File: src/rtl/lsu_pkg.sv
package lsu_pkg;
  localparam int XLEN     = 32;
  localparam int DISP_W   = 16;
  localparam int OPC_W    = 6;
  localparam int BYTE_W   = 8;
  localparam int LANES    = XLEN / BYTE_W;
  localparam int LANE_W   = $clog2(LANES);

  typedef enum logic [OPC_W-1:0] {
    OPC_LDB = 6'd32,
    OPC_LDW = 6'd35,
    OPC_STB = 6'd40,
    OPC_STW = 6'd43
  } mem_opc_e;

  typedef struct packed {
    logic              rd;
    logic              wr;
    logic              narrow;
    logic [LANE_W-1:0] lane;
  } acc_ctl_t;
endpackage

File: src/rtl/lsu_addr_gen.sv
module lsu_addr_gen
  import lsu_pkg::*;
#(
  parameter int DW = 32,
  parameter int OW = 16,
  parameter int CW = 6
) (
  input  logic          valid,
  input  logic [CW-1:0] opcode,
  input  logic [DW-1:0] base,
  input  logic [OW-1:0] disp,
  output logic [DW-1:0] ea,
  output acc_ctl_t      ctl,
  output logic          bad_align
);
  localparam int EXT_W = DW - OW;
  localparam int LW    = $clog2(DW / 8);

  logic is_ldw, is_stw, is_ldb, is_stb;
  logic word_op;

  always_comb begin
    is_ldw  = valid && (opcode == CW'(OPC_LDW));
    is_stw  = valid && (opcode == CW'(OPC_STW));
    is_ldb  = valid && (opcode == CW'(OPC_LDB));
    is_stb  = valid && (opcode == CW'(OPC_STB));
    word_op = is_ldw || is_stw;
    ea      = base + {{EXT_W{disp[OW-1]}}, disp};
    bad_align = word_op && (ea[LW-1:0] != '0);
    ctl.rd     = (is_ldw || is_ldb) && !bad_align;
    ctl.wr     = (is_stw || is_stb) && !bad_align;
    ctl.narrow = is_ldb || is_stb;
    ctl.lane   = ea[LW-1:0];
  end
endmodule

File: src/rtl/lsu_store_lane.sv
module lsu_store_lane #(
  parameter int DW = 32,
  parameter int BW = 8,
  localparam int NL = DW / BW,
  localparam int LW = $clog2(NL)
) (
  input  logic          narrow,
  input  logic [LW-1:0] lane,
  input  logic [DW-1:0] src,
  output logic [NL-1:0] be,
  output logic [DW-1:0] wword
);
  for (genvar i = 0; i < NL; i++) begin : g_lane
    // big-endian: enable bit i serves byte offset NL-1-i
    localparam logic [LW-1:0] OFS = LW'(NL - 1 - i);
    assign be[i] = narrow ? (lane == OFS) : 1'b1;
    assign wword[i*BW +: BW] = narrow ? src[BW-1:0] : src[i*BW +: BW];
  end
endmodule

File: src/rtl/lsu_load_lane.sv
module lsu_load_lane #(
  parameter int DW = 32,
  parameter int BW = 8,
  localparam int NL = DW / BW,
  localparam int LW = $clog2(NL)
) (
  input  logic          narrow,
  input  logic [LW-1:0] lane,
  input  logic [DW-1:0] word,
  output logic [DW-1:0] value
);
  logic [BW-1:0] lanes [NL];
  logic [BW-1:0] pick;

  for (genvar k = 0; k < NL; k++) begin : g_split
    // offset k lives at the k-th byte counted from the top
    assign lanes[k] = word[DW-1-k*BW -: BW];
  end

  always_comb begin
    pick  = lanes[lane];
    value = narrow ? {{(DW-BW){pick[BW-1]}}, pick} : word;
  end
endmodule

File: src/rtl/lsu_lane_unit.sv
module lsu_lane_unit
  import lsu_pkg::*;
#(
  parameter int DW = 32,
  parameter int OW = 16,
  parameter int CW = 6,
  parameter int BW = 8,
  localparam int NL = DW / BW,
  localparam int LW = $clog2(NL),
  localparam int AW = DW - LW
) (
  input  logic          clk,
  input  logic          rst,
  input  logic          req_valid,
  input  logic [CW-1:0] req_opcode,
  input  logic [DW-1:0] base_val,
  input  logic [OW-1:0] offset,
  input  logic [DW-1:0] store_data,
  output logic [AW-1:0] mem_addr,
  output logic          mem_re,
  output logic [NL-1:0] mem_we,
  output logic [DW-1:0] mem_wdata,
  input  logic [DW-1:0] mem_rdata,
  output logic          misalign,
  output logic          load_valid,
  output logic [DW-1:0] load_data
);
  logic [DW-1:0] ea;
  acc_ctl_t      ctl;
  logic          bad_align;
  logic [NL-1:0] be;
  logic [DW-1:0] wword;

  lsu_addr_gen #(.DW(DW), .OW(OW), .CW(CW)) u_agen (
    .valid(req_valid), .opcode(req_opcode), .base(base_val), .disp(offset),
    .ea(ea), .ctl(ctl), .bad_align(bad_align)
  );

  lsu_store_lane #(.DW(DW), .BW(BW)) u_slane (
    .narrow(ctl.narrow), .lane(ctl.lane), .src(store_data),
    .be(be), .wword(wword)
  );

  // stage 1: memory port, registered
  logic          s1_narrow;
  logic [LW-1:0] s1_lane;

  always_ff @(posedge clk) begin
    if (rst) begin
      mem_addr  <= '0;
      mem_re    <= 1'b0;
      mem_we    <= '0;
      mem_wdata <= '0;
      misalign  <= 1'b0;
      s1_narrow <= 1'b0;
      s1_lane   <= '0;
    end else begin
      mem_re    <= ctl.rd;
      mem_we    <= ctl.wr ? be : '0;
      misalign  <= bad_align;
      if (ctl.rd || ctl.wr) begin
        mem_addr  <= ea[DW-1:LW];
        mem_wdata <= wword;
        s1_narrow <= ctl.narrow;
        s1_lane   <= ctl.lane;
      end
    end
  end

  // stage 2: lane control aligned with returning read word
  logic          s2_rd;
  logic          s2_narrow;
  logic [LW-1:0] s2_lane;
  logic [DW-1:0] aligned;

  always_ff @(posedge clk) begin
    if (rst) begin
      s2_rd     <= 1'b0;
      s2_narrow <= 1'b0;
      s2_lane   <= '0;
    end else begin
      s2_rd     <= mem_re;
      s2_narrow <= s1_narrow;
      s2_lane   <= s1_lane;
    end
  end

  lsu_load_lane #(.DW(DW), .BW(BW)) u_llane (
    .narrow(s2_narrow), .lane(s2_lane), .word(mem_rdata), .value(aligned)
  );

  // stage 3: registered load result
  logic s3_narrow;

  always_ff @(posedge clk) begin
    if (rst) begin
      load_valid <= 1'b0;
      load_data  <= '0;
      s3_narrow  <= 1'b0;
    end else begin
      load_valid <= s2_rd;
      if (s2_rd) begin
        load_data <= aligned;
        s3_narrow <= s2_narrow;
      end
    end
  end


  byte_we_onehot_chk: assert property (@(posedge clk) disable iff (rst)
    (mem_we != '1) |-> $onehot0(mem_we));


  misalign_no_access_chk: assert property (@(posedge clk) disable iff (rst)
    misalign |-> (mem_we == '0) && !mem_re);


  rd_wr_exclusive_chk: assert property (@(posedge clk) disable iff (rst)
    !(mem_re && (mem_we != '0)));


  load_latency_chk: assert property (@(posedge clk) disable iff (rst)
    load_valid |-> $past(s2_rd) && $past(mem_re, 2));


  byte_sext_chk: assert property (@(posedge clk) disable iff (rst)
    (load_valid && s3_narrow) |-> (load_data[DW-1:BW] == {(DW-BW){load_data[BW-1]}}));
endmodule

File: config.mk
export PLATFORM = sky130hd
export DESIGN_NAME = lsu_lane_unit
export DESIGN_NICKNAME = d
export VERILOG_FILES = /design/src/rtl/lsu_pkg.sv /design/src/rtl/lsu_addr_gen.sv /design/src/rtl/lsu_store_lane.sv /design/src/rtl/lsu_load_lane.sv /design/src/rtl/lsu_lane_unit.sv
export SDC_FILE = /design/constraint.sdc
export NUM_CORES = 1
export LEC_CHECK = 0
export BUFFER_PORTS_ARGS = -buffer_cell sky130_fd_sc_hd__buf_2
export CORE_MARGIN = 8
export CORE_UTILIZATION = 54
export CTS_CLUSTER_SIZE = 10
export DETAILED_ROUTE_END_ITERATION = 7
export GPL_ROUTABILITY_DRIVEN = 0
export PLACE_DENSITY = 0.86
export SYNTH_ARGS = -nofsm -noshare
export SYNTH_HDL_FRONTEND = slang
export SYNTH_SLANG_ARGS = --single-unit
File: constraint.sdc
create_clock -name clk -period 6.93 [get_ports clk]
set_input_delay 2.079 -clock clk [delete_from_list [all_inputs] [get_ports clk]]
set_output_delay 2.079 -clock clk [all_outputs]
set_load 0.005 [all_outputs]
Word level (Yosys, flattened, before mapping). Index checks and enable logic that the tools add are counted.

Bits in registers: 108. Input port bits: 121. Output and inout port bits: 101. Logic and storage cells: 50.

Add/sub/neg operators: 1. $lt $le $gt $ge: 1. Equal/unequal tests: 7. Mux-type cells: 11. Bitwise logic cells: 2. Reduce and logical (&&, ||, !) cells: 16.

Operators by type and width (number): $mux W8 (5); $add A32 B32 Y32 (1); $mux W32 (1); $eq A6 B6 Y1 const B (4); $bmux W8 S2 (1); $logic_and A1 B1 Y1 (7); $logic_or A1 B1 Y1 (5); $eq A2 B2 Y1 const B (2); $mux W1 (4); $ge A3 B3 Y1 const B (1); $not A2 Y3 (1); $eq A2 B1 Y1 const B (1); $logic_not A2 Y1 (1); $reduce_bool A2 Y1 (1); $reduce_or A2 Y1 (1); $logic_not A1 Y1 (1); $not A1 Y1 (1).

Logic depth before layout (Yosys ltp).
Depth in word-level cells: 8. Depth in mapped cells: 11. Mapped depth without buffers: 10.

Hierarchy. From an unflattened synthesis, not the netlist that was laid out.

Cells, all modules: 876. Area total of the unflattened synthesis: 7278.2 µm².

By module, submodules not included: lsu_lane_unit (times used 1, cells each 420, area each 4170.2 µm², sequential area each 2162.1 µm²); lsu_addr_gen (times used 1, cells each 280, area each 1978.1 µm², sequential area each 0.0 µm²); lsu_load_lane (times used 1, cells each 102, area each 689.4 µm², sequential area each 0.0 µm²); lsu_store_lane (times used 1, cells each 74, area each 440.4 µm², sequential area each 0.0 µm²).

Worst setup path before layout. No wires, ideal clock.

Kind: input to register. Start point: input offset[0]. End point: register mem_addr[0]. Arrival: 4.103 ns. Data required time: 6.860 ns. Setup slack: 2.757 ns. Stages: 11. Cells stage by stage: ha_1 inv_1 fa_1 nor2b_1 nand3_1 a21o_1 clkbuf_1 clkbuf_1 buf_1 nand2_1 a21oi_1.

Word-level cells in the longest chain between the ends: 6. Elaborated cells on any way between the ends: 7. Those cells by class: 1 x add/sub; 6 x reduce/logical.

RTL lines: from (decl) (RTL line lsu_lane_unit.sv:17) `input logic [OW-1:0] offset,`; $add A32 B32 Y32 * (RTL line lsu_addr_gen.sv:28) `ea = base + {{EXT_W{disp[OW-1]}}, disp};`; $reduce_bool A2 Y1 (RTL line lsu_addr_gen.sv:29) `bad_align = word_op && (ea[LW-1:0] != '0);`; $logic_and A1 B1 Y1 (RTL line lsu_addr_gen.sv:29); $logic_not A1 Y1 (RTL line lsu_addr_gen.sv:30, lsu_addr_gen.sv:31); $logic_and A1 B1 Y1 (on tied branches) (RTL line lsu_addr_gen.sv:30, lsu_addr_gen.sv:31); $logic_or A1 B1 Y1 (RTL line lsu_lane_unit.sv:61) `if (ctl.rd || ctl.wr) begin`; to (signal assigned) (RTL line lsu_lane_unit.sv:62) `mem_addr <= ea[DW-1:LW];`; to (decl) (RTL line lsu_lane_unit.sv:19) `output logic [AW-1:0] mem_addr,`.

Mark *: on every way between the ends. The rest lies on a longest branch, timed or not. A chain may end at the register's enable or synchronous reset.

Worst setup path after layout.
Start point: input offset[0]. End point: register mem_addr[20].

Same word-level chain as after synthesis.

==> impl_metrics.toml <==
[setup_path]
worstSetupStartpointType = "input pin"
reg2reg_from = "s2_narrow$_SDFF_PP0_"
worstSetupEndpointType = "flop"
cp_data_required_time_ns = 7.18
crit_fanout = 36
reg2reg_to = "load_data[21]$_SDFFE_PP0P_"
worstSetupPathType = "input pin to flop"
r2r_cells = 2
cp.arrival_ns = 4.93
r2r_setup_slack_ns = 4.47

[global_route]
antenna_found_initial = 0
track_usage_pct = 24.6
grt_pass1_wl_mm = 29.8
grt_max_degree = 66
grt_pass1_vias = 5878
grt_overflow_total = 0

[routing]
routed-via-count = 6136
highest_layer = "met4"
wl_met1_mm = 7.88
drc = 0
avgViaCountPerCell = 5.91
routed-wl-met2_mm = 9.21
drt_iter0_drc = 623
first_pass_iters = 7
wl_per_cell_um = 18.4
totalWireLength_mm = 19.1
dr_wl_met3_mm = 1.63
ant_nets = 0

[final_layout]
n_antenna_cell = 0
fin_cells = 1038
final_core_util_pct = 67.7
fin_nets = 1046
syn_to_final_growth_pct = 21.3
drive_gt1_share_pct = 30.1

[power_and_ir_drop]
p_switching_uw = 378
power.share.clock_pct = 32.3
switching_share_pct = 28.4
p_comb_share_pct = 20.3
leakagePower_nw = 3.29
p_int_uw = 952
total_power_mw = 1.33
powerDensity_nw_per_um2 = 181
seqPwrFrac_pct = 47.4
ir_worst_vdd_mv = 0.161

[sta]
period_minus_slack_ns = 4.67
fmax_mhz = 214
skew_ns = 0.00905
hold_viol = 0
slew_viol_final = 0
final-setup-viol-count = 0
holdWs_ns = 0.455
setup_tns_ns = 0
rsz0062_at_grt = "no"
slew_headroom_pct = 25.0
worst_slew_pin_slew_ns = 1.12
finalCritPeriodShare_pct = 67.4

[floorplan]
dieWidth_um = 122
start_util_pct = 55.8
die_h_um = 122
rows = 38
core_um2 = 10900
die-area_um2 = 14900
ios = 222

[placement]
io_buffers = 221
hpwl_mm = 14.7
dp.cells = 1022

[hold_path]
holdPathStages = 2
hold_start = "mem_addr[24]$_SDFFE_PP0P_"
worstHoldEndpoint = "mem_addr[24]$_SDFFE_PP0P_"
hold_class = "flop to flop"

[clock_network]
clkSinkCount = 108
post_cts_buffers = 0
cts-hold-fix-buffers = 0
root_buffer = "clkbuf_8"
htreeDepth = 3
clock_latency_ns = 0.36
tritoncts = "built"
cts-buffers-inserted = 9
clock_path_buffers = 2
cts_resized = 0
cts.clk_slew.worst_paths_ns = 0.10

[yosys]
synth_cell_types = 70
synth_top_area_share_pct = 35.6
ys_warn_count = 0
syn_area_um2 = 6070
synthTopCellsByArea = "dfxtp_1, ha_1, nor2_1, a21oi_1, nand2_1"
ys.flop_type = "dfxtp_1"
async_flop_share_pct = 0
seq_area_frac_synth_pct = 35.6
yosysTopAreaCell = "dfxtp_1"
synth.net_count = 859
synth-edff-count = 0
syn-mean-instance-area_um2 = 8.60
netlist_instances = 706
ys_ff_latch = 108

[job]
cap_violations = 0

[run_status]
status = "complete, no violations"
critical path, cell delays in order:
cell     delay [ns]
buf_2          0.10
ha_1           0.20
inv_1          0.07
fa_1           0.47
nor2b_1        0.19
nand3_1        0.16
a21o_1         0.89
buf_4          0.37
nor3b_1        0.07
a211o_1        0.31
synthesized netlist by cell type (2+ instances only):
| cell | n |
|---|---|
| dfxtp_1 | 108 |
| nor2_1 | 83 |
| nand2_1 | 75 |
| a21oi_1 | 59 |
| clkbuf_1 | 36 |
| nand2b_1 | 34 |
| ha_1 | 31 |
| o21ai_0 | 29 |
| a311oi_1 | 27 |
| a211oi_1 | 21 |
| nor3_1 | 17 |
| xnor2_1 | 13 |
| a222oi_1 | 12 |
| nor2b_1 | 12 |
| xor2_1 | 11 |
| a21o_1 | 10 |
| mux2i_1 | 9 |
| mux4_2 | 8 |
| inv_1 | 7 |
| nand3_1 | 7 |
| and3_1 | 6 |
| a211o_1 | 5 |
| and2_1 | 5 |
| nand4_1 | 5 |
| o21a_1 | 5 |
| buf_2 | 4 |
| o211ai_1 | 4 |
| a21o_2 | 3 |
| and4_1 | 3 |
| clkbuf_8 | 3 |
| nor3b_1 | 3 |
| o211a_1 | 3 |
| o31ai_1 | 3 |
| or2_2 | 3 |
| a22oi_1 | 2 |
| buf_1 | 2 |
| buf_6 | 2 |
| nor4_1 | 2 |
| o21ai_1 | 2 |
| o21bai_1 | 2 |
cell usage in the layout, fill, tap and decap left out, types with 3 or more instances in the layout:
cell,netlist,final
buf_2,4,221
dfxtp_1,108,107
nor2_1,83,83
nand2_1,75,75
a21oi_1,59,58
nand2b_1,34,34
ha_1,31,31
o21ai_0,29,29
a311oi_1,27,27
a211oi_1,21,21
nor3_1,17,17
xnor2_1,13,13
nor2b_1,12,12
a222oi_1,12,12
xor2_1,11,11
a21o_1,10,10
mux2i_1,9,9
clkbuf_8,3,9
mux4_2,8,8
inv_1,7,7
nand3_1,7,7
and3_1,6,6
and2_1,5,5
nand4_1,5,5
o21a_1,5,5
a211o_1,5,5
o211ai_1,4,4
buf_4,0,4
or2_2,3,3
and4_1,3,3
a21o_2,3,3
o211a_1,3,3
o31ai_1,3,3
nor3b_1,3,3
worst max path at each step:
| stage | start | endpoint |
|---|---|---|
| after floorplan | offset[0] | mem_addr[0]$_SDFFE_PP0P_ |
| after global placement | offset[0] | mem_addr[20]$_SDFFE_PP0P_ |
| after detailed placement | offset[0] | mem_addr[20]$_SDFFE_PP0P_ |
| after CTS | offset[0] | mem_addr[23]$_SDFFE_PP0P_ |
| after global routing | offset[0] | mem_addr[23]$_SDFFE_PP0P_ |
| final | offset[0] | mem_addr[20]$_SDFFE_PP0P_ |
logic make-up (layout without fill, tap and decap cells):
group | count (synthesis) | in the layout | synth area share [%]
multiplexers | 19 | 19 | 4.82
AO/OA/AOI/OAI | 205 | 205 | 24.5
flip-flops | 108 | 108 | 35.6
adder cells (fa/ha/maj) | 32 | 32 | 6.72
buffers and inverters | 56 | 248 | 4.47
XOR/XNOR | 24 | 24 | 3.46
AND/OR/NAND/NOR | 262 | 262 | 20.4
area by class of cell:
type / count / area (µm²)
flip-flops and latches: 108 / 2160
fillers: 932 / 3520
repair buffers: 225 / 1140
clock buffers: 10 / 128
inverters: 7 / 26.3
clock inverters: 6 / 96.3
well taps: 140 / 175
multi-input cells: 542 / 3640
flip-flops by register name, indices dropped and copies added, names as in the netlist:
register	count
s1_narrow	1
s1_lane	2
mem_wdata	32
load_data	32
s2_narrow	1
load_valid	1
mem_addr	30
mem_we	4
s2_rd	1
mem_re	1
s2_lane	2
misalign	1
per-layer routing:
layer | up-vias | GRT usage [%]
met5 | - | 0
met4 | 0 | 8.94
met3 | 36 | 4.91
met2 | 326 | 40.7
met1 | 2831 | 31.1
li1 | 2943 | -
per-stage QoR:
| stage | area [µm²] | worst slack (ns) |
|---|---|---|
| global route | 7370 | 2.03 |
| detailed placement | 7140 | 1.93 |
| CTS | 7370 | 2.29 |
| finish | 7370 | 2.26 |
| floorplan | 6070 | 2.76 |
| global placement | 7140 | 1.96 |
power groups by stage:
stage | clock (mW) | sequential [mW] | combinational (mW)
2_1_floorplan | 0 | 0.643 | 0.181
3_3_place_gp | 0 | 0.644 | 0.260
3_5_place_dp | 0 | 0.644 | 0.264
4_1_cts | 0.435 | 0.630 | 0.265
5_1_grt | 0.464 | 0.631 | 0.295
6_report | 0.430 | 0.630 | 0.270
No activity file was read; power rests on OpenSTA's default activity.
